**config.mk**
```make
export PLATFORM = sky130hd
export DESIGN_NAME = probe_trigger_cmp
export DESIGN_NICKNAME = d
export VERILOG_FILES = /design/src/rtl/trig_cmp_pkg.sv /design/src/rtl/probe_history.sv /design/src/rtl/level_compare.sv /design/src/rtl/edge_compare.sv /design/src/rtl/probe_trigger_cmp.sv
export SDC_FILE = /design/constraint.sdc
export NUM_CORES = 1
export LEC_CHECK = 0
export BUFFER_PORTS_ARGS = -buffer_cell sky130_fd_sc_hd__buf_2
export CAP_MARGIN = 10
export CORE_MARGIN = 4
export CORE_UTILIZATION = 48
export DETAILED_ROUTE_END_ITERATION = 10
export PLACE_DENSITY = 0.86
export SKIP_LAST_GASP = 1
export SYNTH_ARGS = -nofsm -noshare
export SYNTH_HDL_FRONTEND = slang
export SYNTH_SLANG_ARGS = --single-unit
```
**constraint.sdc**
```tcl
create_clock -name clk -period 2 [get_ports clk]
set_clock_uncertainty 0.2 [all_clocks]
set_input_delay 0.2 -clock clk [delete_from_list [all_inputs] [get_ports clk]]
set_output_delay 0.2 -clock clk [all_outputs]
set_load 0.02 [all_outputs]
```
**src/rtl/trig_cmp_pkg.sv**
```systemverilog
package trig_cmp_pkg;
  typedef enum logic [3:0] {
    OP_EQ   = 4'd0,
    OP_NE   = 4'd1,
    OP_GT   = 4'd2,
    OP_LT   = 4'd3,
    OP_GE   = 4'd4,
    OP_LE   = 4'd5,
    OP_EDGE = 4'd6
  } cmp_op_e;

  typedef enum logic [1:0] {
    EC_RISE = 2'd0,
    EC_FALL = 2'd1,
    EC_ANY  = 2'd2,
    EC_HOLD = 2'd3
  } edge_class_e;
endpackage

```
**src/rtl/probe_history.sv**
```systemverilog
module probe_history #(
  parameter int WIDTH = 8
) (
  input  logic             clk,
  input  logic             rst,
  input  logic [WIDTH-1:0] probe,
  output logic [WIDTH-1:0] prev_probe,
  output logic             prev_valid
);
  always_ff @(posedge clk) begin
    if (rst) begin
      prev_probe <= '0;
      prev_valid <= 1'b0;
    end else begin
      prev_probe <= probe;
      prev_valid <= 1'b1;
    end
  end
endmodule

```
**src/rtl/level_compare.sv**
```systemverilog
module level_compare #(
  parameter int WIDTH = 8
) (
  input  logic [WIDTH-1:0] probe,
  input  logic [WIDTH-1:0] cmp_value,
  input  logic [WIDTH-1:0] care_mask,
  output logic             hit_eq,
  output logic             hit_gt,
  output logic             hit_lt
);
  logic [WIDTH-1:0] diff_bits;

  always_comb begin
    diff_bits = (probe ^ cmp_value) & care_mask;
    hit_eq    = (diff_bits == '0);
    hit_gt    = (probe > cmp_value);
    hit_lt    = (probe < cmp_value);
  end
endmodule

```
**src/rtl/edge_compare.sv**
```systemverilog
module edge_compare
  import trig_cmp_pkg::*;
#(
  parameter int WIDTH = 8,
  localparam int SELW = 2 * WIDTH
) (
  input  logic [WIDTH-1:0] probe,
  input  logic [WIDTH-1:0] prev_probe,
  input  logic             prev_valid,
  input  logic [WIDTH-1:0] care_mask,
  input  logic [SELW-1:0]  edge_sel,
  output logic             hit_edge
);
  logic [WIDTH-1:0] bit_ok;

  for (genvar i = 0; i < WIDTH; i++) begin : g_bit
    edge_class_e cls;
    logic        ok;
    always_comb begin
      cls = edge_class_e'(edge_sel[2*i +: 2]);
      unique case (cls)
        EC_RISE: ok = !prev_probe[i] &&  probe[i];
        EC_FALL: ok =  prev_probe[i] && !probe[i];
        EC_ANY:  ok =  prev_probe[i] ^   probe[i];
        default: ok =  prev_probe[i] ==  probe[i];
      endcase
      bit_ok[i] = ok || !care_mask[i];
    end
  end

  assign hit_edge = prev_valid && (&bit_ok);
endmodule

```
**src/rtl/probe_trigger_cmp.sv**
```systemverilog
module probe_trigger_cmp
  import trig_cmp_pkg::*;
#(
  parameter int WIDTH = 8,
  localparam int SELW = 2 * WIDTH
) (
  input  logic             clk,
  input  logic             rst,
  input  logic [WIDTH-1:0] probe,
  input  logic [3:0]       op_code,
  input  logic [WIDTH-1:0] cmp_value,
  input  logic [WIDTH-1:0] care_mask,
  input  logic [SELW-1:0]  edge_sel,
  output logic             trig_match
);
  logic [WIDTH-1:0] prev_probe;
  logic             prev_valid;
  logic             hit_eq, hit_gt, hit_lt, hit_edge;
  logic             match_d;

  probe_history #(.WIDTH(WIDTH)) u_hist (
    .clk(clk), .rst(rst), .probe(probe),
    .prev_probe(prev_probe), .prev_valid(prev_valid)
  );

  level_compare #(.WIDTH(WIDTH)) u_level (
    .probe(probe), .cmp_value(cmp_value), .care_mask(care_mask),
    .hit_eq(hit_eq), .hit_gt(hit_gt), .hit_lt(hit_lt)
  );

  edge_compare #(.WIDTH(WIDTH)) u_edge (
    .probe(probe), .prev_probe(prev_probe), .prev_valid(prev_valid),
    .care_mask(care_mask), .edge_sel(edge_sel), .hit_edge(hit_edge)
  );

  always_comb begin
    case (op_code)
      OP_EQ:   match_d = hit_eq;
      OP_NE:   match_d = !hit_eq;
      OP_GT:   match_d = hit_gt;
      OP_LT:   match_d = hit_lt;
      OP_GE:   match_d = !hit_lt;
      OP_LE:   match_d = !hit_gt;
      OP_EDGE: match_d = hit_edge;
      default: match_d = 1'b0;
    endcase
  end

  always_ff @(posedge clk) begin
    if (rst) trig_match <= 1'b0;
    else     trig_match <= match_d;
  end
endmodule

```
## Yosys cells after proc, flatten, opt, wreduce, memory -nomap -nowiden

Cells that the tools add are included.

| operators by class | value |
|---|---|
| reductions and logical operators | 63 |
| muxes and demuxes | 10 |
| shifts and indexed selects | 0 |
| equal/unequal tests | 30 |
| div/mod/pow operators | 0 |
| add/sub/neg operators | 0 |
| $mul | 0 |
| $lt $le $gt $ge | 2 |
| bitwise gates (word level) | 10 |

Operators by type and width:

| operator | count |
|---|---|
| logical NOT 1 bit | 27 |
| case mux 1 bit (3 select lines) | 8 |
| logical AND 1 bit | 17 |
| == test 2 x 1 -> 1 bit, second input constant | 8 |
| == test 2 bit, second input constant | 8 |
| logical NOT 2 bit | 8 |
| == test 4 x 3 -> 1 bit, second input constant | 3 |
| AND 8 bit | 1 |
| == test 1 bit | 8 |
| == test 4 x 2 -> 1 bit, second input constant | 2 |
| > comparator 8 bit | 1 |
| logical NOT 8 bit | 1 |
| logical OR 1 bit | 8 |
| less-than comparator 8 bit | 1 |
| AND reduction 8 bit | 1 |
| bitwise XOR 1 bit | 8 |
| bitwise XOR 8 bit | 1 |
| case mux 1 bit (7 select lines) | 1 |
| == test 4 x 1 -> 1 bit, second input constant | 1 |
| logical NOT 4 bit | 1 |
| two-way mux 1 bit | 1 |

| word-level totals | value |
|---|---|
| logic and storage cells | 118 |
| bits in registers | 10 |
| memories kept | 0 |
| latch bits | 0 |
| input port bits | 46 |
| memory bits (writable) | 0 |
| output and inout bits | 1 |
| bits in read-only memories | 0 |

## Longest topological paths before layout

| depth | value |
|---|---|
| depth in word-level cells | 7 |
| depth in mapped cells | 8 |
| depth with buffers taken out | 8 |

## By module

A second synthesis with hierarchy kept.

| second synthesis, totals | value |
|---|---|
| cells, all modules | 139 |
| area, all modules | 1171.1 µm² |

By module, submodules not included:

| module | seq. area each (µm²) | cells an instance | instances | area an instance (µm²) |
|---|---|---|---|---|
| edge_compare | 0.0 | 67 | 1 | 549.3 |
| level_compare | 0.0 | 42 | 1 | 280.3 |
| probe_history | 180.2 | 18 | 1 | 234.0 |
| probe_trigger_cmp | 20.0 | 12 | 1 | 107.6 |

## Worst setup path before layout

OpenSTA, ideal clock, no wires.

| timing path | value |
|---|---|
| path type | input -> register |
| from | input probe[0] |
| to | register trig_match |
| buffers on the path | 0 |
| setup time | 0.126 ns |
| slack | 0.241 ns |
| arrival | 1.433 ns |
| cell stages on the path | 8 |
| required time | 1.674 ns |
| cell sequence | inv_1 > ha_1 > inv_1 > a2111oi_0 > nand3_1 > and3_1 > a21oi_1 > a31oi_1 |

| between the ends | value |
|---|---|
| longest elaborated chain between the ends | 7 |
| elaborated cells between the ends (all ways) | 18 |
| classes of those cells | order compare: 2; eq/ne: 1; mux: 2; bitwise: 3; reduce/logical: 10 |

RTL lines:

| what | RTL line | text |
|---|---|---|
| from (decl) | probe_trigger_cmp.sv:9 | `input logic [WIDTH-1:0] probe,` |
| logical NOT 1 bit | edge_compare.sv:23 | `EC_FALL: ok = prev_probe[i] && !probe[i];` |
| logical AND 1 bit | edge_compare.sv:23 |  |
| case mux 1 bit (3 select lines) | edge_compare.sv:21 | `unique case (cls)` |
| logical OR 1 bit | edge_compare.sv:27 | `bit_ok[i] = ok \|\| !care_mask[i];` |
| AND reduction 8 bit | edge_compare.sv:31 | `assign hit_edge = prev_valid && (&bit_ok);` |
| logical AND 1 bit | edge_compare.sv:31 |  |
| case mux 1 bit (7 select lines) * | probe_trigger_cmp.sv:37 | `case (op_code)` |
| to (signal assigned) | probe_trigger_cmp.sv:51 | `else trig_match <= match_d;` |
| to (decl) | probe_trigger_cmp.sv:14 | `output logic trig_match` |

Every way passes the cells marked *; elsewhere a longest branch is shown, timed or not.
A chain may end at the register's enable or synchronous reset.

## Worst setup path after layout

| timing path | value |
|---|---|
| from | register u_hist.prev_probe[4] |
| to | register trig_match |

| between the ends | value |
|---|---|
| longest elaborated chain between the ends | 7 |
| elaborated cells between the ends (all ways) | 10 |
| classes of those cells | eq/ne: 1; mux: 2; bitwise: 1; reduce/logical: 6 |

RTL lines:

| what | RTL line | text |
|---|---|---|
| from (decl) | probe_history.sv:7 | `output logic [WIDTH-1:0] prev_probe,` |
| from (signal assigned) | probe_history.sv:15 | `prev_probe <= probe;` |
| logical NOT 1 bit | edge_compare.sv:22 | `EC_RISE: ok = !prev_probe[i] && probe[i];` |
| logical AND 1 bit | edge_compare.sv:22 |  |
| case mux 1 bit (3 select lines) * | edge_compare.sv:21 |  |
| logical OR 1 bit * | edge_compare.sv:27 |  |
| AND reduction 8 bit * | edge_compare.sv:31 |  |
| logical AND 1 bit * | edge_compare.sv:31 |  |
| case mux 1 bit (7 select lines) * | probe_trigger_cmp.sv:37 |  |

Marks and branches as above.

==> impl_metrics.csv <==
group,metric,value,unit
hold_path,whs_path_depth,3,
clocking,clk_latency,280,ps
floorplanning,initial_core_util,0.512,
timing,period_needed,1910,ps
clocking,cts_buffer_depth,2,
logic_synthesis,synth_top_family_by_area,"adder cells",
placed_design,io_buffers,46,
clocking,ctsHtreeMaxLevel,1,
setup_path,critical-path-top-delay-family,"compound AO/OA/AOI/OAI gates",
drt,via_per_inst,5.17,
logic_synthesis,synth-edff-count,0,
logic_synthesis,ys_seq_area_frac,0.175,
run_status,outcome,"finished with violations",
setup_path,rr_worst_depth,7,
logic_synthesis,ys_seq_elements,10,
drt,wire_per_inst,12.9,um
power,irDropWorstVdd,356,uV
clocking,post-cts-setup-buffers,0,
global_routing,antenna_found_initial,0,
logic_synthesis,synth_area,0.00114,mm^2
drt,drt_iter0_drc,17,
global_routing,grt_max_degree,11,
logic_synthesis,yosys.area.top_type,"ha_1",
drt,antenna_left,0,
setup_path,worstPathRequired,2010,ps
setup_path,crit_chain,"ha_1 > xnor2_1 > mux2i_1 > a22o_1 > a221oi_2 > o2bb2a_4 > a31oi_1",
setup_path,crit_arrival,1910,ps
logic_synthesis,synth-async-reset-ratio,0,
timing,whs,-3.21,ps
layout,drive_gt1_frac,0.309,
floorplanning,dieWidth,56.8,um
floorplanning,dieHeight,56.8,um
logic_synthesis,synth_common_cells,"30 x inv_1, 24 x ha_1, 10 x dfxtp_1",
setup_path,cp_num_buf_inv,0,
setup_path,end_kind,"flip-flop",
global_routing,grt_pass1_wl,4770,um
power,swShare,0.316,
timing,maxSlewViolCount,0,
clocking,cts.sinks,10,
hold_path,whs_endpoint,"u_hist.prev_probe[2]",
drt,drt-total-wl,2820,um
timing,period_share,0.953,
power,p_per_area,436,mW/mm^2
global_routing,overflow,0,
logic_synthesis,synth_xor_area_frac,0.0613,
logic_synthesis,synth_mux_area_frac,0.113,
drt,drc,0,
logic_synthesis,synthAdderAreaFrac,0.263,
setup_path,r2r_slack,90,ps
hold_path,hold_path_class,"in2reg",
clocking,cts_tree,"yes",
timing,finalSetupViolations,0,
logic_synthesis,syn_area_per_cell,8.35,um^2
clocking,cts_buffers,3,
logic_synthesis,ys.flop_type,"dfxtp_1",
logic_synthesis,netlist_instances,137,
setup_path,reg2reg_from,"u_hist.prev_probe[4]",
logic_synthesis,synth.most_common_cell,"inv_1",
placed_design,globalplace.congestion,0.787,
floorplanning,num_rows,17,
floorplanning,core,0.00223,mm^2
logic_synthesis,yosys.area_share.simple,0.132,
global_routing,grt_pass1_vias,1231,
hold_path,min_from,"probe[2]",
setup_path,crit_type,"reg2reg",
logic_synthesis,synth-compound-area-share,0.154,
drt,vias,1133,
power,switchingPower,205,uW
timing,fmax,525,MHz
power,seqPwrFrac,0.330,
placed_design,dp_cells,211,
power,p_total,649,uW
timing,tns,0,ps
power,leakagePower,0.000815,uW
clocking,root_buffer,"clkbuf_4",
layout,antenna_cells,0,
setup_path,r2r_end,"trig_match",
layout,stdcell_count,219,
power,p_int,444,uW
setup_path,startpoint_type,"flip-flop",
floorplanning,io_pins,47,
power,comb_power_share,0.374,
logic_synthesis,syn_nets,207,
timing,max-slew-margin-rel,0.735,
logic_synthesis,yosysWarnings,0,
clocking,clkTransAtPathRegs,70,ps
logic_synthesis,synth_top_area_frac,0.263,
logic_synthesis,ys_types,33,
logic_synthesis,ys_top_cells_by_area,"ha_1 26%, dfxtp_1 18%, inv_1 9.8%",
timing,hold_viol,1,
setup_path,crit_slowest_cell,"dfxtp_1",
timing,rsz0062_at_grt,"no",
placed_design,hpwl,2460,um
power,p_clk_frac,0.296,
drt,drt_pre_antenna_iters,4,
run_status,violations,"negative hold slack",
run,maxCapViolations,0,
layout,syn_to_final_growth,30.2,%
timing,worst_slew_pin_slew,388,ps
floorplanning,dieArea,0.00323,mm^2
global_routing,globalRouteTotalUtil,0.185,
setup_path,critical-path-max-stage-delay,320,ps
layout,nNetsFinal,262,
setup_path,critPathMaxFanout,2,
[flip-flops by register name (all words and copies together), names as in the netlist]
register           flops
trig_match             1
u_hist.prev_probe      8
u_hist.prev_valid      1
[placed cells by master, fill, tap and decap left out, types with 4 or more instances in the layout]
master	Yosys	routed
dfxtp_1	10	10
nor2b_1	4	4
inv_1	30	30
xnor2_1	4	4
nor2_1	9	9
mux2i_1	5	5
nand2_1	4	4
ha_1	24	24
xor2_1	4	4
dlygate4sd3_1	0	4
buf_2	0	46
mux2_2	5	5
a21oi_1	6	6
[final cells by class]
class                           count  area [um^2]
Tap cell                           28         35.0
Timing Repair Buffer               51          278
Multi-Input combinational cell     96          827
Clock buffer                        4         36.3
Sequential cell                    10          200
Fill cell                         205          744
Inverter                           30          113
[how the worst max path moves through the flow]
| stage | start | endpoint | slack, ps | cells after the start |
|---|---|---|---|---|
| finish | u_hist.prev_probe[4] | trig_match | 90 | 7 |
| global route | u_hist.prev_probe[4] | trig_match | 10 | 7 |
| CTS | u_hist.prev_probe[4] | trig_match | 70 | 7 |
| detailed placement | probe[0] | trig_match | -8 | 9 |
| global placement | probe[0] | trig_match | 60 | 9 |
| floorplan | probe[0] | trig_match | 240 | 8 |
[what timing repair did]
action                    CTS  global route
hold endpoints to repair    4             0
gates resized for setup     0             0
hold buffers                4             0
[cell families after synthesis]
family | Yosys count
compound gates | 23
simple gates | 29
flops | 10
xor+xnor | 8
buf+inv | 31
fa+ha+maj | 24
mux | 12
[metal layers]
layer | up-vias | routed length [um] | GRT usage
li1 | 577 | - | -
met1 | 519 | 1070 | 0.185
met2 | 33 | 1570 | 0.375
met3 | 4 | 135 | 0.0368
met4 | 0 | 44 | 0.0497
met5 | - | 0 | 0
[tightest hold or removal path: stages]
cell and delay, ps:
buf_2 120, inv_1 70, nor2_1 50
[stage by stage]
step	worst slack (ps)	util	hold WS [ps]	area (um^2)
floorplan	241	-	140	1140
global placement	59.7	0.632	269	1410
detailed placement	-8.21	0.632	286	1410
CTS	73.6	0.667	0.547	1490
global route	12.3	0.667	2.73	1490
finish	93.6	0.667	-3.21	1490
[power groups by stage]
stage,logic (uW),registers (uW),clock network (uW)
floorplan,141,219,0
global placement,222,218,0
detailed placement,236,219,0
CTS,243,214,199
global route,275,215,208
finish,243,214,192
Note: power is estimated with default switching activity, not from simulation.
